[src/rtl/trap_pkg.sv]
// Shared types for the trap entry sequencer.
// Assumes a 6-bit status word: [3:0] interrupt level, [4] exception mode, [5] user mode.
package trap_pkg;
    typedef enum logic [2:0] {
        VEC_NONE   = 3'd0,
        VEC_KERNEL = 3'd1,
        VEC_USER   = 3'd2,
        VEC_DOUBLE = 3'd3,
        VEC_DEBUG  = 3'd4
    } vec_e;

    localparam int ST_W = 6;

    typedef struct packed {
        logic       um;
        logic       excm;
        logic [3:0] ilvl;
    } status_t;
endpackage

[src/rtl/trap_arb.sv]
// Request arbiter: decides between debug and general entry each cycle.
// A takeable debug request wins; a general request that loses is held with
// its payload and offered again next cycle, ahead of any new general request.
module trap_arb #(
    parameter int XLEN      = 32,
    parameter int CAUSE_W   = 6,
    parameter int DBG_LEVEL = 3
) (
    input  logic               clk,
    input  logic               rst_n,
    input  logic               gen_req,
    input  logic [CAUSE_W-1:0] gen_cause,
    input  logic [XLEN-1:0]    gen_pc,
    input  logic               gen_has_addr,
    input  logic [XLEN-1:0]    gen_addr,
    input  logic               dbg_req,
    input  logic [3:0]         cur_ilvl,
    output logic               take_gen,
    output logic               take_dbg,
    output logic [CAUSE_W-1:0] sel_cause,
    output logic [XLEN-1:0]    sel_pc,
    output logic               sel_has_addr,
    output logic [XLEN-1:0]    sel_addr
);
    logic               pend_q;
    logic [CAUSE_W-1:0] pend_cause_q;
    logic [XLEN-1:0]    pend_pc_q;
    logic               pend_ha_q;
    logic [XLEN-1:0]    pend_addr_q;
    logic               gen_any;

    // Gate debug by level, choose the winner and the general payload source.
    always_comb begin
        take_dbg     = dbg_req && (cur_ilvl < 4'(DBG_LEVEL));
        gen_any      = pend_q || gen_req;
        take_gen     = gen_any && !take_dbg;
        sel_cause    = pend_q ? pend_cause_q : gen_cause;
        sel_pc       = pend_q ? pend_pc_q    : gen_pc;
        sel_has_addr = pend_q ? pend_ha_q    : gen_has_addr;
        sel_addr     = pend_q ? pend_addr_q  : gen_addr;
    end

    // Hold a deferred general request until it is entered.
    always_ff @(posedge clk) begin
        if (!rst_n) begin
            pend_q       <= 1'b0;
            pend_cause_q <= '0;
            pend_pc_q    <= '0;
            pend_ha_q    <= 1'b0;
            pend_addr_q  <= '0;
        end else if (take_dbg && gen_any) begin
            pend_q       <= 1'b1;
            pend_cause_q <= sel_cause;
            pend_pc_q    <= sel_pc;
            pend_ha_q    <= sel_has_addr;
            pend_addr_q  <= sel_addr;
        end else if (take_gen) begin
            pend_q <= 1'b0;
        end
    end


    pend_hold_chk: assert property (@(posedge clk) disable iff (!rst_n)
        (take_dbg && gen_req) |=> (take_gen || take_dbg));
endmodule

[src/rtl/trap_vsel.sv]
// Vector selector: picks the handler vector and the PC save target from the
// arbiter decision and the current status word. Purely combinational.
module trap_vsel
    import trap_pkg::*;
#(
    parameter bit HAS_DBL_PC = 1'b1
) (
    input  logic    take_gen,
    input  logic    take_dbg,
    input  status_t st,
    output vec_e    vec,
    output logic    to_depc,
    output logic    to_epc1
);
    logic gen_only;

    // Choose the vector: debug, double, user or kernel.
    always_comb begin
        gen_only = take_gen && !take_dbg;
        vec      = VEC_NONE;
        if (take_dbg)     vec = VEC_DEBUG;
        else if (take_gen) begin
            if (st.excm)    vec = VEC_DOUBLE;
            else if (st.um) vec = VEC_USER;
            else            vec = VEC_KERNEL;
        end
    end

    generate
        if (HAS_DBL_PC) begin : g_dpc
            assign to_depc = gen_only && st.excm;
            assign to_epc1 = gen_only && !st.excm;
        end else begin : g_nodpc
            assign to_depc = 1'b0;
            assign to_epc1 = gen_only;
        end
    endgenerate
endmodule

[src/rtl/trap_bank.sv]
// Level-indexed saved-PC / saved-status bank, slots 1..LEVELS.
// Slot 0 does not exist and reads as zero; a write targets one slot.
module trap_bank #(
    parameter int XLEN   = 32,
    parameter int LEVELS = 7,
    parameter int ST_W   = 6,
    parameter int IW     = 3
) (
    input  logic            clk,
    input  logic            rst_n,
    input  logic            wr_pc_en,
    input  logic            wr_ps_en,
    input  logic [IW-1:0]   wr_idx,
    input  logic [XLEN-1:0] wr_pc,
    input  logic [ST_W-1:0] wr_ps,
    input  logic [IW-1:0]   rd_idx,
    output logic [XLEN-1:0] rd_pc,
    output logic [ST_W-1:0] rd_ps
);
    logic [XLEN-1:0] pc_arr [LEVELS+1];
    logic [ST_W-1:0] ps_arr [LEVELS+1];

    assign pc_arr[0] = '0;
    assign ps_arr[0] = '0;

    generate
        for (genvar l = 1; l <= LEVELS; l++) begin : g_lvl
            logic [XLEN-1:0] pc_q;
            logic [ST_W-1:0] ps_q;
            // Capture PC and status for this level when addressed.
            always_ff @(posedge clk) begin
                if (!rst_n) begin
                    pc_q <= '0;
                    ps_q <= '0;
                end else begin
                    if (wr_pc_en && wr_idx == IW'(l)) pc_q <= wr_pc;
                    if (wr_ps_en && wr_idx == IW'(l)) ps_q <= wr_ps;
                end
            end
            assign pc_arr[l] = pc_q;
            assign ps_arr[l] = ps_q;
        end
    endgenerate

    // Read the selected slot; out-of-range slots read zero.
    always_comb begin
        rd_pc = '0;
        rd_ps = '0;
        if (int'(rd_idx) <= LEVELS) begin
            rd_pc = pc_arr[rd_idx];
            rd_ps = ps_arr[rd_idx];
        end
    end


    bank_idx_chk: assert property (@(posedge clk) disable iff (!rst_n)
        (wr_pc_en || wr_ps_en) |-> (wr_idx != '0 && int'(wr_idx) <= LEVELS));
endmodule

[src/rtl/trap_entry_seq.sv]
// Trap entry sequencer top. Commits all entry side effects and the redirect
// strobe on one clock edge. Assumes 2 <= DBG_LEVEL <= LEVELS <= 15 and that
// the return path restores status through stat_we.
module trap_entry_seq
    import trap_pkg::*;
#(
    parameter int XLEN       = 32,
    parameter int CAUSE_W    = 6,
    parameter int LEVELS     = 7,
    parameter int DBG_LEVEL  = 3,
    parameter bit HAS_DBL_PC = 1'b1
) (
    input  logic                        clk,
    input  logic                        rst_n,
    input  logic                        gen_req,
    input  logic [CAUSE_W-1:0]          gen_cause,
    input  logic [XLEN-1:0]             gen_pc,
    input  logic                        gen_has_addr,
    input  logic [XLEN-1:0]             gen_addr,
    input  logic                        dbg_req,
    input  logic [CAUSE_W-1:0]          dbg_cause,
    input  logic [XLEN-1:0]             dbg_pc,
    input  logic [3:0]                  cur_ilvl,
    input  logic                        stat_we,
    input  logic [5:0]                  stat_wdata,
    input  logic [$clog2(LEVELS+1)-1:0] rd_lvl,
    output logic [5:0]                  status,
    output logic [CAUSE_W-1:0]          exc_cause,
    output logic [XLEN-1:0]             exc_vaddr,
    output logic [XLEN-1:0]             dexc_pc,
    output logic [CAUSE_W-1:0]          dbg_cause_reg,
    output logic [XLEN-1:0]             rd_pc,
    output logic [5:0]                  rd_ps,
    output logic [2:0]                  vec,
    output logic                        redirect
);
    localparam int IW = $clog2(LEVELS + 1);

    status_t            st_q;
    logic [CAUSE_W-1:0] cause_q;
    logic [XLEN-1:0]    vaddr_q;
    logic [XLEN-1:0]    depc_q;
    logic [CAUSE_W-1:0] dcause_q;
    vec_e               vec_q;
    logic               redir_q;

    logic               take_gen, take_dbg;
    logic [CAUSE_W-1:0] sel_cause;
    logic [XLEN-1:0]    sel_pc, sel_addr;
    logic               sel_has_addr;
    vec_e               vec_n;
    logic               to_depc, to_epc1;
    logic               bk_pc_en;
    logic [IW-1:0]      bk_idx;
    logic [XLEN-1:0]    bk_pc;

    trap_arb #(.XLEN(XLEN), .CAUSE_W(CAUSE_W), .DBG_LEVEL(DBG_LEVEL)) u_arb (
        .clk(clk), .rst_n(rst_n),
        .gen_req(gen_req), .gen_cause(gen_cause), .gen_pc(gen_pc),
        .gen_has_addr(gen_has_addr), .gen_addr(gen_addr),
        .dbg_req(dbg_req), .cur_ilvl(cur_ilvl),
        .take_gen(take_gen), .take_dbg(take_dbg),
        .sel_cause(sel_cause), .sel_pc(sel_pc),
        .sel_has_addr(sel_has_addr), .sel_addr(sel_addr)
    );

    trap_vsel #(.HAS_DBL_PC(HAS_DBL_PC)) u_vsel (
        .take_gen(take_gen), .take_dbg(take_dbg), .st(st_q),
        .vec(vec_n), .to_depc(to_depc), .to_epc1(to_epc1)
    );

    // Route the bank write: debug level slot or level-1 slot.
    always_comb begin
        bk_pc_en = take_dbg || to_epc1;
        bk_idx   = take_dbg ? IW'(DBG_LEVEL) : IW'(1);
        bk_pc    = take_dbg ? dbg_pc : sel_pc;
    end

    trap_bank #(.XLEN(XLEN), .LEVELS(LEVELS), .ST_W(ST_W), .IW(IW)) u_bank (
        .clk(clk), .rst_n(rst_n),
        .wr_pc_en(bk_pc_en), .wr_ps_en(take_dbg), .wr_idx(bk_idx),
        .wr_pc(bk_pc), .wr_ps(st_q), .rd_idx(rd_lvl),
        .rd_pc(rd_pc), .rd_ps(rd_ps)
    );

    // Status word: debug entry, general entry, then software write.
    always_ff @(posedge clk) begin
        if (!rst_n) begin
            st_q <= '0;
        end else if (take_dbg) begin
            st_q.ilvl <= 4'(DBG_LEVEL);
            st_q.excm <= 1'b1;
        end else if (take_gen) begin
            st_q.excm <= 1'b1;
        end else if (stat_we) begin
            st_q <= status_t'(stat_wdata);
        end
    end

    // Cause, fault address, double PC and debug cause registers.
    always_ff @(posedge clk) begin
        if (!rst_n) begin
            cause_q  <= '0;
            vaddr_q  <= '0;
            depc_q   <= '0;
            dcause_q <= '0;
        end else begin
            if (take_gen)                 cause_q  <= sel_cause;
            if (take_gen && sel_has_addr) vaddr_q  <= sel_addr;
            if (to_depc)                  depc_q   <= sel_pc;
            if (take_dbg)                 dcause_q <= dbg_cause;
        end
    end

    // Redirect strobe and vector, committed with the registers above.
    always_ff @(posedge clk) begin
        if (!rst_n) begin
            redir_q <= 1'b0;
            vec_q   <= VEC_NONE;
        end else begin
            redir_q <= take_gen || take_dbg;
            vec_q   <= vec_n;
        end
    end

    assign status        = st_q;
    assign exc_cause     = cause_q;
    assign exc_vaddr     = vaddr_q;
    assign dexc_pc       = depc_q;
    assign dbg_cause_reg = dcause_q;
    assign vec           = vec_q;
    assign redirect      = redir_q;


    redir_vec_chk: assert property (@(posedge clk) disable iff (!rst_n)
        redirect |-> (vec_q != VEC_NONE));

    excm_set_chk: assert property (@(posedge clk) disable iff (!rst_n)
        redirect |-> st_q.excm);

    user_um_chk: assert property (@(posedge clk) disable iff (!rst_n)
        (redirect && vec_q == VEC_USER) |-> st_q.um);

    dbl_vec_chk: assert property (@(posedge clk) disable iff (!rst_n)
        (redirect && vec_q == VEC_DOUBLE) |-> $past(st_q.excm));

    dbg_gate_chk: assert property (@(posedge clk) disable iff (!rst_n)
        (redirect && vec_q == VEC_DEBUG) |-> ($past(cur_ilvl) < 4'(DBG_LEVEL)));

    dbg_level_chk: assert property (@(posedge clk) disable iff (!rst_n)
        (redirect && vec_q == VEC_DEBUG) |-> (st_q.ilvl == 4'(DBG_LEVEL)));
endmodule

[config.mk]
export PLATFORM = sky130hd
export DESIGN_NAME = trap_entry_seq
export DESIGN_NICKNAME = d
export VERILOG_FILES = /design/src/rtl/trap_pkg.sv /design/src/rtl/trap_arb.sv /design/src/rtl/trap_vsel.sv /design/src/rtl/trap_bank.sv /design/src/rtl/trap_entry_seq.sv
export SDC_FILE = /design/constraint.sdc
export NUM_CORES = 1
export LEC_CHECK = 0
export CAP_MARGIN = 20
export CORE_UTILIZATION = 62
export DETAILED_ROUTE_END_ITERATION = 16
export GPL_TIMING_DRIVEN = 0
export PLACE_DENSITY = 0.9
export SLEW_MARGIN = 20
export SYNTH_ARGS = -nofsm -noshare
export SYNTH_HDL_FRONTEND = slang
export SYNTH_HIERARCHICAL = 1
export SYNTH_SLANG_ARGS = --single-unit
[constraint.sdc]
create_clock -name clk -period 4.5 [get_ports clk]
set_input_delay 1.35 -clock clk [delete_from_list [all_inputs] [get_ports clk]]
set_output_delay 1.35 -clock clk [all_outputs]
set_load 0.01 [all_outputs]
After elaboration in Yosys (flattened, before gate mapping)
Index checks and enable logic that the tools add are counted.

Bits in registers: 424. Output and inout port bits: 124. Logic and storage cells: 100.

Magnitude comparators: 2. Equal/unequal tests: 8. Mux-type cells: 22. Bitwise operators: 4. Reduce and logical (&&, ||, !) cells: 34.

Operators with widths (number): $mux 32 (5); $bmux 32 s3 (1); $logic_and 1x1->1 (21); $bmux 6 s3 (1); $mux 6 (3); $eq 2x3->1 const B (4); $mux 5 (2); $mux 3 (3); $eq 2x2->1 const B (2); $ge 4x4->1 const B (1); $lt 4x2->1 const B (1); $mux 1 (4); $mux 2 (2); $mux 4 (1); $not 3->4 (1); $reduce_and 2->1 (2); $reduce_bool 2->1 (2); $logic_or 1x1->1 (3); $not 1->1 (3); $reduce_and 3->1 (1); $reduce_bool 3->1 (1); $reduce_or 3->1 (1); $eq 2x1->1 const B (1); $logic_not 1->1 (2); 2 further kinds (2).

Longest topological paths before layout
Gate-level depths: netlist (run 1).

Word-level depth: 8. Depth in mapped cells: 13. Depth with buffers taken out: 9.

Modules after synthesis
Netlist (run 1), hierarchy kept.

By module, submodules not included: trap_bank (instances 1, cells an instance 1361, area each 12325.6 um2, sequential area each 5325.1 um2); trap_arb (instances 1, cells an instance 411, area each 3952.5 um2, sequential area each 1441.4 um2); trap_entry_seq (instances 1, cells an instance 356, area each 3728.6 um2, sequential area each 1721.7 um2); trap_vsel (instances 1, cells an instance 8, area each 51.3 um2, sequential area each 0.0 um2).

Worst setup path before layout (run 1)
Ideal clock, no wire load.

Path type: input to output. Start point: input rd_lvl[0]. End point: output rd_pc[21]. Data arrival time: 2378 ps. Data required time: 3150 ps. Setup slack: 772 ps. Stages on the path: 5. Buffers on the path: 2. Cell sequence: buf_4 nor2b_1 clkbuf_1 a221oi_1 a221oi_1.

Longest elaborated chain between the ends: 4.

RTL lines: start, declared (RTL line trap_entry_seq.sv:26) `input logic [$clog2(LEVELS+1)-1:0] rd_lvl,`; $not 3->4 (not written as such) (RTL line trap_bank.sv:50) `rd_pc = pc_arr[rd_idx];`; $bmux 32 s3 (RTL line trap_bank.sv:50); $mux 32 (not written as such) (2 in series) (RTL line trap_bank.sv:50); end, declared (RTL line trap_entry_seq.sv:32) `output logic [XLEN-1:0] rd_pc,`.

No other way between the ends. The select of a mux whose other input is x is not followed.

Worst setup path after layout (run 1)
Start point: input rd_lvl[0]. End point: output rd_ps[5].

Longest elaborated chain between the ends: 4.

RTL lines: $not 3->4 (not written as such) (RTL line trap_bank.sv:51) `rd_ps = ps_arr[rd_idx];`; $bmux 6 s3 (RTL line trap_bank.sv:51); $mux 6 (not written as such) (2 in series) (RTL line trap_bank.sv:51); end, declared (RTL line trap_entry_seq.sv:33) `output logic [5:0] rd_ps,`.

No other way between the ends. The select of a mux whose other input is x is not followed.

==> flow_summary.yaml, run 1 <==
setup_path:
  crit_fanout: 10
  max_stage_delay_ns: 0.60
  crit_buf_inv: 3
  startpoint_type: "primary input"
  endpoint_kind: "output pin"
  path_cells: "buf_4 -> clkbuf_1 -> a221oi_1 -> a221oi_2 -> clkdlybuf4s50_1"
  worst-setup-path-type: "in -> out"
  cp_data_required_time_ns: 3.15
  path_delay_family: "buffers and inverters"
  slowest_stage: "clkdlybuf4s50_1"
  critical_path_arrival_ns: 3.17
finish:
  design_area_mm2: 0.0247
  diodes: 0
  area_growth_pct: 23.1
  largest_reg_flops: 224
  regMostFlops: "u_bank/g_lvl.pc_q"
  fin_util_pct: 77.8
  top_regs: "u_bank/g_lvl.pc_q x224, u_bank/g_lvl.ps_q x42"
  layout-drive-gt1-share_pct: 19.2
  fillers: 1939
  nNetsFinal: 2560
logic_synthesis:
  yosys.area.top_type: "dfxtp_1"
  ys_top_cells_by_area: "dfxtp_1 (42%), nand2_1 (11%), mux2i_1 (8.2%), mux2_2 (7.2%), a21boi_1 (6.7%)"
  synth_edf_count: 0
  synthCells: 2136
  synth_common_cells: "nand2_1 (587), dfxtp_1 (424), a21boi_1 (180)"
  syn_area_mm2: 0.0201
  yosys.cell_count.top_type: "nand2_1"
  synth_async_sr_flop_share_pct: 0
  seq_area_frac_synth_pct: 42.3
  syn_area_per_cell_um2: 9.39
  synth_top_area_share_pct: 42.3
  synth-seq-cells: 424
  ys_warn_count: 6
  synth_ff_type: "dfxtp_1"
  ys_types: 45
sta:
  worst_slew_pin_slew_ns: 0.810
  fin_hold_ws_ns: 0.452
  setup_viol: 1
  fin_ws_ns: -0.0186
  hold_viol_final: 0
  final.min_clock_period_ns: 4.52
  finClkSkew_ns: 0.0120
  period_share_pct: 100
  slew_violations: 0
  max_clock_freq_ghz: 0.221
  slew_headroom_pct: 46.0
power:
  power_leakage_uw: 0.00910
  powerDensity_mw_per_mm2: 346
  max-vdd-ir-drop_v: 0.000265
  power_uw: 8550
detailed_routing:
  wire_per_inst_um: 22.4
  ant_nets: 0
  drc: 0
  drt_iter0_markers: 1891
  vias: 18000
  drtPass1Iterations: 8
  vias_per_cell: 6.29
  wirelength_um: 64100
grt:
  grt_pass1_wl_um: 97800
  grt_start_max_net_pins: 15
  antenna_found_initial: 2
  grt_usage_pct: 37.5
  first_global_vias: 18000
  grt-ovfl-total: 0
hold_path:
  hp-class: "reg -> reg"
floorplan:
  die_y_um: 182
  die_w_um: 182
  row_count: 65
  dieArea_mm2: 0.0331
  start_util_pct: 63.2
  core_region_area_mm2: 0.0317
  num_io_pins: 251
cts:
  cts_root_buffer: "clkbuf_16"
  cts.sinks: 424
  clkTransAtPathRegs_ns: 0.06
  clkLatencyLatePin_ns: 0.54
  cts_buffer_depth: 3
  cts_tree: "done"
  cts_buffers: 43
  cts.htree.levels: 2
  post_cts.repair.setup_buffers: 0
placed_design:
  hpwl_um: 43500
  postPlaceCellArea_mm2: 0.0231
  port_buffers: 248
  gp_congestion: 0.908
  dp_slack_ns: -0.721
outcome:
  violations: "setup timing"
  outcome: "finished with violations"
run:
  maxCapViolations: 0
[metrics by stage]
stage / setup TNS (ns) / instances
global route: -0.0228 / 2865
finish: -0.0186 / 2865
detailed placement: -31.72 / 2790
global placement: -25.41 / 2790
floorplan: 0 / 2140
CTS: -0.382 / 2865
[logic make-up (layout without fill, tap and decap cells)]
group / count (synthesis) / in the layout / share of synthesized area (%)
and+or+nand+nor: 791 / 791 / 17.9
DFF: 424 / 424 / 42.3
AOI/OAI and AO/OA: 411 / 411 / 17.2
muxes: 306 / 306 / 16.1
buffers and inverters: 202 / 525 / 6.39
other: 2 / 6 / 0.0374
[layout make-up]
type                    instances  area, um^2  share of cell area [%]
repair buffers                248        2450                    9.92
flip-flops and latches        424        8490                    34.4
clock buffers                  61        1280                    5.17
multi-input cells            1514       10500                    42.5
inverters                       1        3.75                  0.0152
plain buffers                 201        1330                    5.39
clock inverters                14         136                   0.552
well taps                     402         503                    2.04
[repair_timing]
action / CTS / global route
endpoints found under the setup margin: 38 / 19
resized for setup: 78 / 17
pin swaps: 1 / 0
hold buffers: 0 / 0
[worst reg2reg max path, stage by stage, from the launching register on]
cell       delay [ns]
dfxtp_1          0.30
buf_6            0.15
buf_2            0.21
nor2_1           0.17
nor2_1           0.12
nand2b_4         0.13
nor2_1           0.04
or2_2            0.33
nand4bb_1        0.11
clkbuf_1         0.30
clkbuf_1         0.41
nand2_1          0.11
a21boi_1         0.18
[routing by layer]
metal | wire (um) | track usage (%) | vias up
li1 | - | - | 7962
met1 | 23700 | 43.9 | 8575
met2 | 30200 | 64.2 | 1171
met3 | 6510 | 7.80 | 298
met4 | 3660 | 20.6 | 2
met5 | 13 | 0 | -
[placed cells by master (no fill, tap or decap), types with 6 or more instances in the layout]
cell type / n
clkbuf_1: 81
mux2_1: 13
a221oi_2: 27
and2_1: 6
nor2b_1: 90
clkdlybuf4s50_1: 209
dlygate4sd2_1: 34
buf_12: 8
a21boi_0: 47
mux2_2: 128
buf_6: 30
nand2_1: 587
clkbuf_8: 10
o21ai_2: 70
a21boi_1: 180
dfxtp_1: 424
nor2_1: 10
buf_2: 44
conb_1: 6
a21boi_2: 30
a221oi_1: 44
nand4_1: 72
mux2i_1: 165
buf_4: 35
clkbuf_16: 45
clkinv_2: 9
[where the power goes]
group | total [uW] | switching [uW] | internal, uW
combinational | 1050 | 573 | 480
clock | 3600 | 1510 | 2090
sequential | 3900 | 59.4 | 3840
[final timing paths]
path	startpoint	to	slack, ns	cells past startpoint
max	rd_lvl[0]	rd_ps[5]	-0.02	5
min	u_bank/g_lvl[5].pc_q[25]	u_bank/g_lvl[5].pc_q[25]	0.45	2
max reg2reg	u_arb/pend_q	u_bank/g_lvl[1].pc_q[15]	1.86	12
min reg2reg	u_bank/g_lvl[5].pc_q[25]	u_bank/g_lvl[5].pc_q[25]	0.45	2
No activity file was read; power rests on OpenSTA's default activity.
==> inputs of run 2 (changes only) <==
--- a/config.mk
+++ b/config.mk
@@ -6,6 +6,7 @@
 export NUM_CORES = 1
 export LEC_CHECK = 0
 export CAP_MARGIN = 20
+export CORE_MARGIN = 4
 export CORE_UTILIZATION = 62
 export DETAILED_ROUTE_END_ITERATION = 16
 export GPL_TIMING_DRIVEN = 0
==> flow_summary.yaml, run 2 (same netlist as run 1, synthesis figures left out) <==
placed_design:
  hpwl_um: 44000
  dp_slack_ns: -0.797
  port_buffers: 248
  postPlaceCellArea_mm2: 0.0231
  gp_congestion: 0.889
sta:
  fin_hold_ws_ns: 0.449
  worst_slew_pin_slew_ns: 0.700
  finClkSkew_ns: 0.0171
  final.min_clock_period_ns: 4.56
  tns_ns: -0.120
  hold_viol_final: 0
  slew_violations: 0
  max_clock_freq_ghz: 0.219
  setup_viol: 3
  rsz0062_at_grt: "true"
  period_share_pct: 101
  slew_headroom_pct: 53.3
  fin_ws_ns: -0.0650
setup_path:
  critical_path_arrival_ns: 3.21
  path_delay_family: "buffers and inverters"
  cp_data_required_time_ns: 3.15
  endpoint_kind: "output pin"
  path_cells: "clkdlybuf4s15_2 -> buf_6 -> and2_1 -> buf_4 -> a221oi_2 -> clkdlybuf4s50_1"
  slowest_stage: "clkdlybuf4s50_1"
  startpoint_type: "primary input"
  crit_buf_inv: 4
  max_stage_delay_ns: 0.62
  worst-setup-path-type: "in -> out"
  crit_fanout: 10
cts:
  cts_buffers: 43
  cts_root_buffer: "clkbuf_16"
  cts_tree: "done"
  clkTransAtPathRegs_ns: 0.06
  hold_buffers: 0
  cts_buffer_depth: 3
  cts.htree.levels: 2
  cts.sinks: 424
  clkLatencyLatePin_ns: 0.54
run:
  maxCapViolations: 0
grt:
  grt_pass1_wl_um: 97600
  antenna_found_initial: 4
  grt_usage_pct: 33.9
  grt-ovfl-total: 0
  first_global_vias: 17800
  grt_start_max_net_pins: 15
power:
  p_int_uw: 6470
  max-vdd-ir-drop_v: 0.000240
  p_sw_uw: 2080
  power_frac_clock_pct: 42.3
  switching_share_pct: 24.4
  pwr-share-seq_pct: 45.6
  powerDensity_mw_per_mm2: 348
  power_leakage_uw: 0.00902
  p_comb_share_pct: 12.2
floorplan:
  die_y_um: 188
  core_region_area_mm2: 0.0317
  row_count: 65
  num_io_pins: 251
  start_util_pct: 63.2
  die_w_um: 188
  dieArea_mm2: 0.0353
finish:
  regArea_mm2: 0.00849
  nNetsFinal: 2560
  regMostFlops: "u_bank/g_lvl.pc_q"
  largest_reg_flops: 224
  multiInputGateArea_mm2: 0.0104
  final_common_cell: "nand2_1"
  design_area_mm2: 0.0246
  fillers: 1945
  area_growth_pct: 22.6
  fin_util_pct: 77.6
  top_regs: "u_bank/g_lvl.pc_q x224, u_bank/g_lvl.ps_q x42"
  layout-drive-gt1-share_pct: 18.5
  layout_common_cells: "nand2_1 (587), dfxtp_1 (424), clkdlybuf4s50_1 (216)"
detailed_routing:
  vias: 17800
  drt_iter0_markers: 2024
  drtPass1Iterations: 6
  drc: 0
  wire_per_inst_um: 21.9
  wirelength_um: 62700
  ant_nets: 0
  vias_per_cell: 6.20
outcome:
  violations: "setup timing"
  outcome: "finished with violations"
hold_path:
  hp-class: "reg -> reg"
[run 2: cell types whose count changed in the layout (fill, tap and decap cells not counted), moves of 3 or more]
| cell | delta |
|---|---|
| a221oi_1 | +6 |
| a221oi_4 | -4 |
| buf_4 | +3 |
| clkbuf_1 | +10 |
| clkbuf_4 | -4 |
| clkdlybuf4s50_1 | +7 |
| clkinv_2 | -7 |
| dlygate4sd2_1 | -4 |
[run 2: routing by layer]
metal  GRT usage [%]  share of wire [%]  vias up  wire, um
met5               0              0.065        -        41
met4            13.7                3.8        6      2350
met3            6.76                9.7      207      6060
met2            58.1                 48     1050     30100
met1            42.1                 39     8563     24200
li1                -                  -     7958         -
[run 2: worst reg2reg max path, stage by stage, from the launching register on]
cell and delay [ns]:
dfxtp_1 0.31, buf_6 0.14, buf_2 0.20, nor2_1 0.16, nor2_1 0.10, nand2b_4 0.12, nor2_1 0.04, or2_2 0.33
nand4bb_1 0.12, clkbuf_1 0.31, clkbuf_1 0.47, nand2_1 0.14, a21boi_1 0.19
[run 2: timing repair]
item / in CTS / in global routing
setup buffers: 0 / 0
setup endpoints to repair: 38 / 3
pin swaps: 1 / 0
resized for setup: 64 / 2
[run 2: per-stage QoR]
step	power, uW	instances
final	8550	2868
after global routing	8780	2867
after CTS	8530	2866
after detailed placement	4970	2790
after global placement	4950	2790
after floorplan	4530	2140
[run 2: worst paths after layout]
| check | from | end | slack, ns | depth (start not counted) |
|---|---|---|---|---|
| min | u_bank/g_lvl[6].pc_q[29] | u_bank/g_lvl[6].pc_q[29] | 0.45 | 2 |
| max reg2reg | u_arb/pend_q | u_bank/g_lvl[1].pc_q[12] | 1.79 | 12 |
| min reg2reg | u_bank/g_lvl[6].pc_q[29] | u_bank/g_lvl[6].pc_q[29] | 0.45 | 2 |
| max | rd_lvl[2] | rd_pc[0] | -0.06 | 6 |
[run 2: cell type report]
class | instances | area share (%)
inverter | 1 | 0.0153
tap | 402 | 2.04
sequential | 424 | 34.5
antenna | 2 | 0.0203
clock inverter | 7 | 0.468
buffer | 201 | 5.34
clock buffer | 69 | 5.31
timing repair buffer | 248 | 9.95
multi-input combinational | 1514 | 42.3
[run 2: power groups by stage]
stage	clock [uW]	sequential, uW	combinational [uW]
floorplan	0	3980	553
finish	3620	3900	1040
global placement	0	3970	976
detailed placement	0	3980	996
global route	3780	3900	1090
CTS	3630	3890	1010
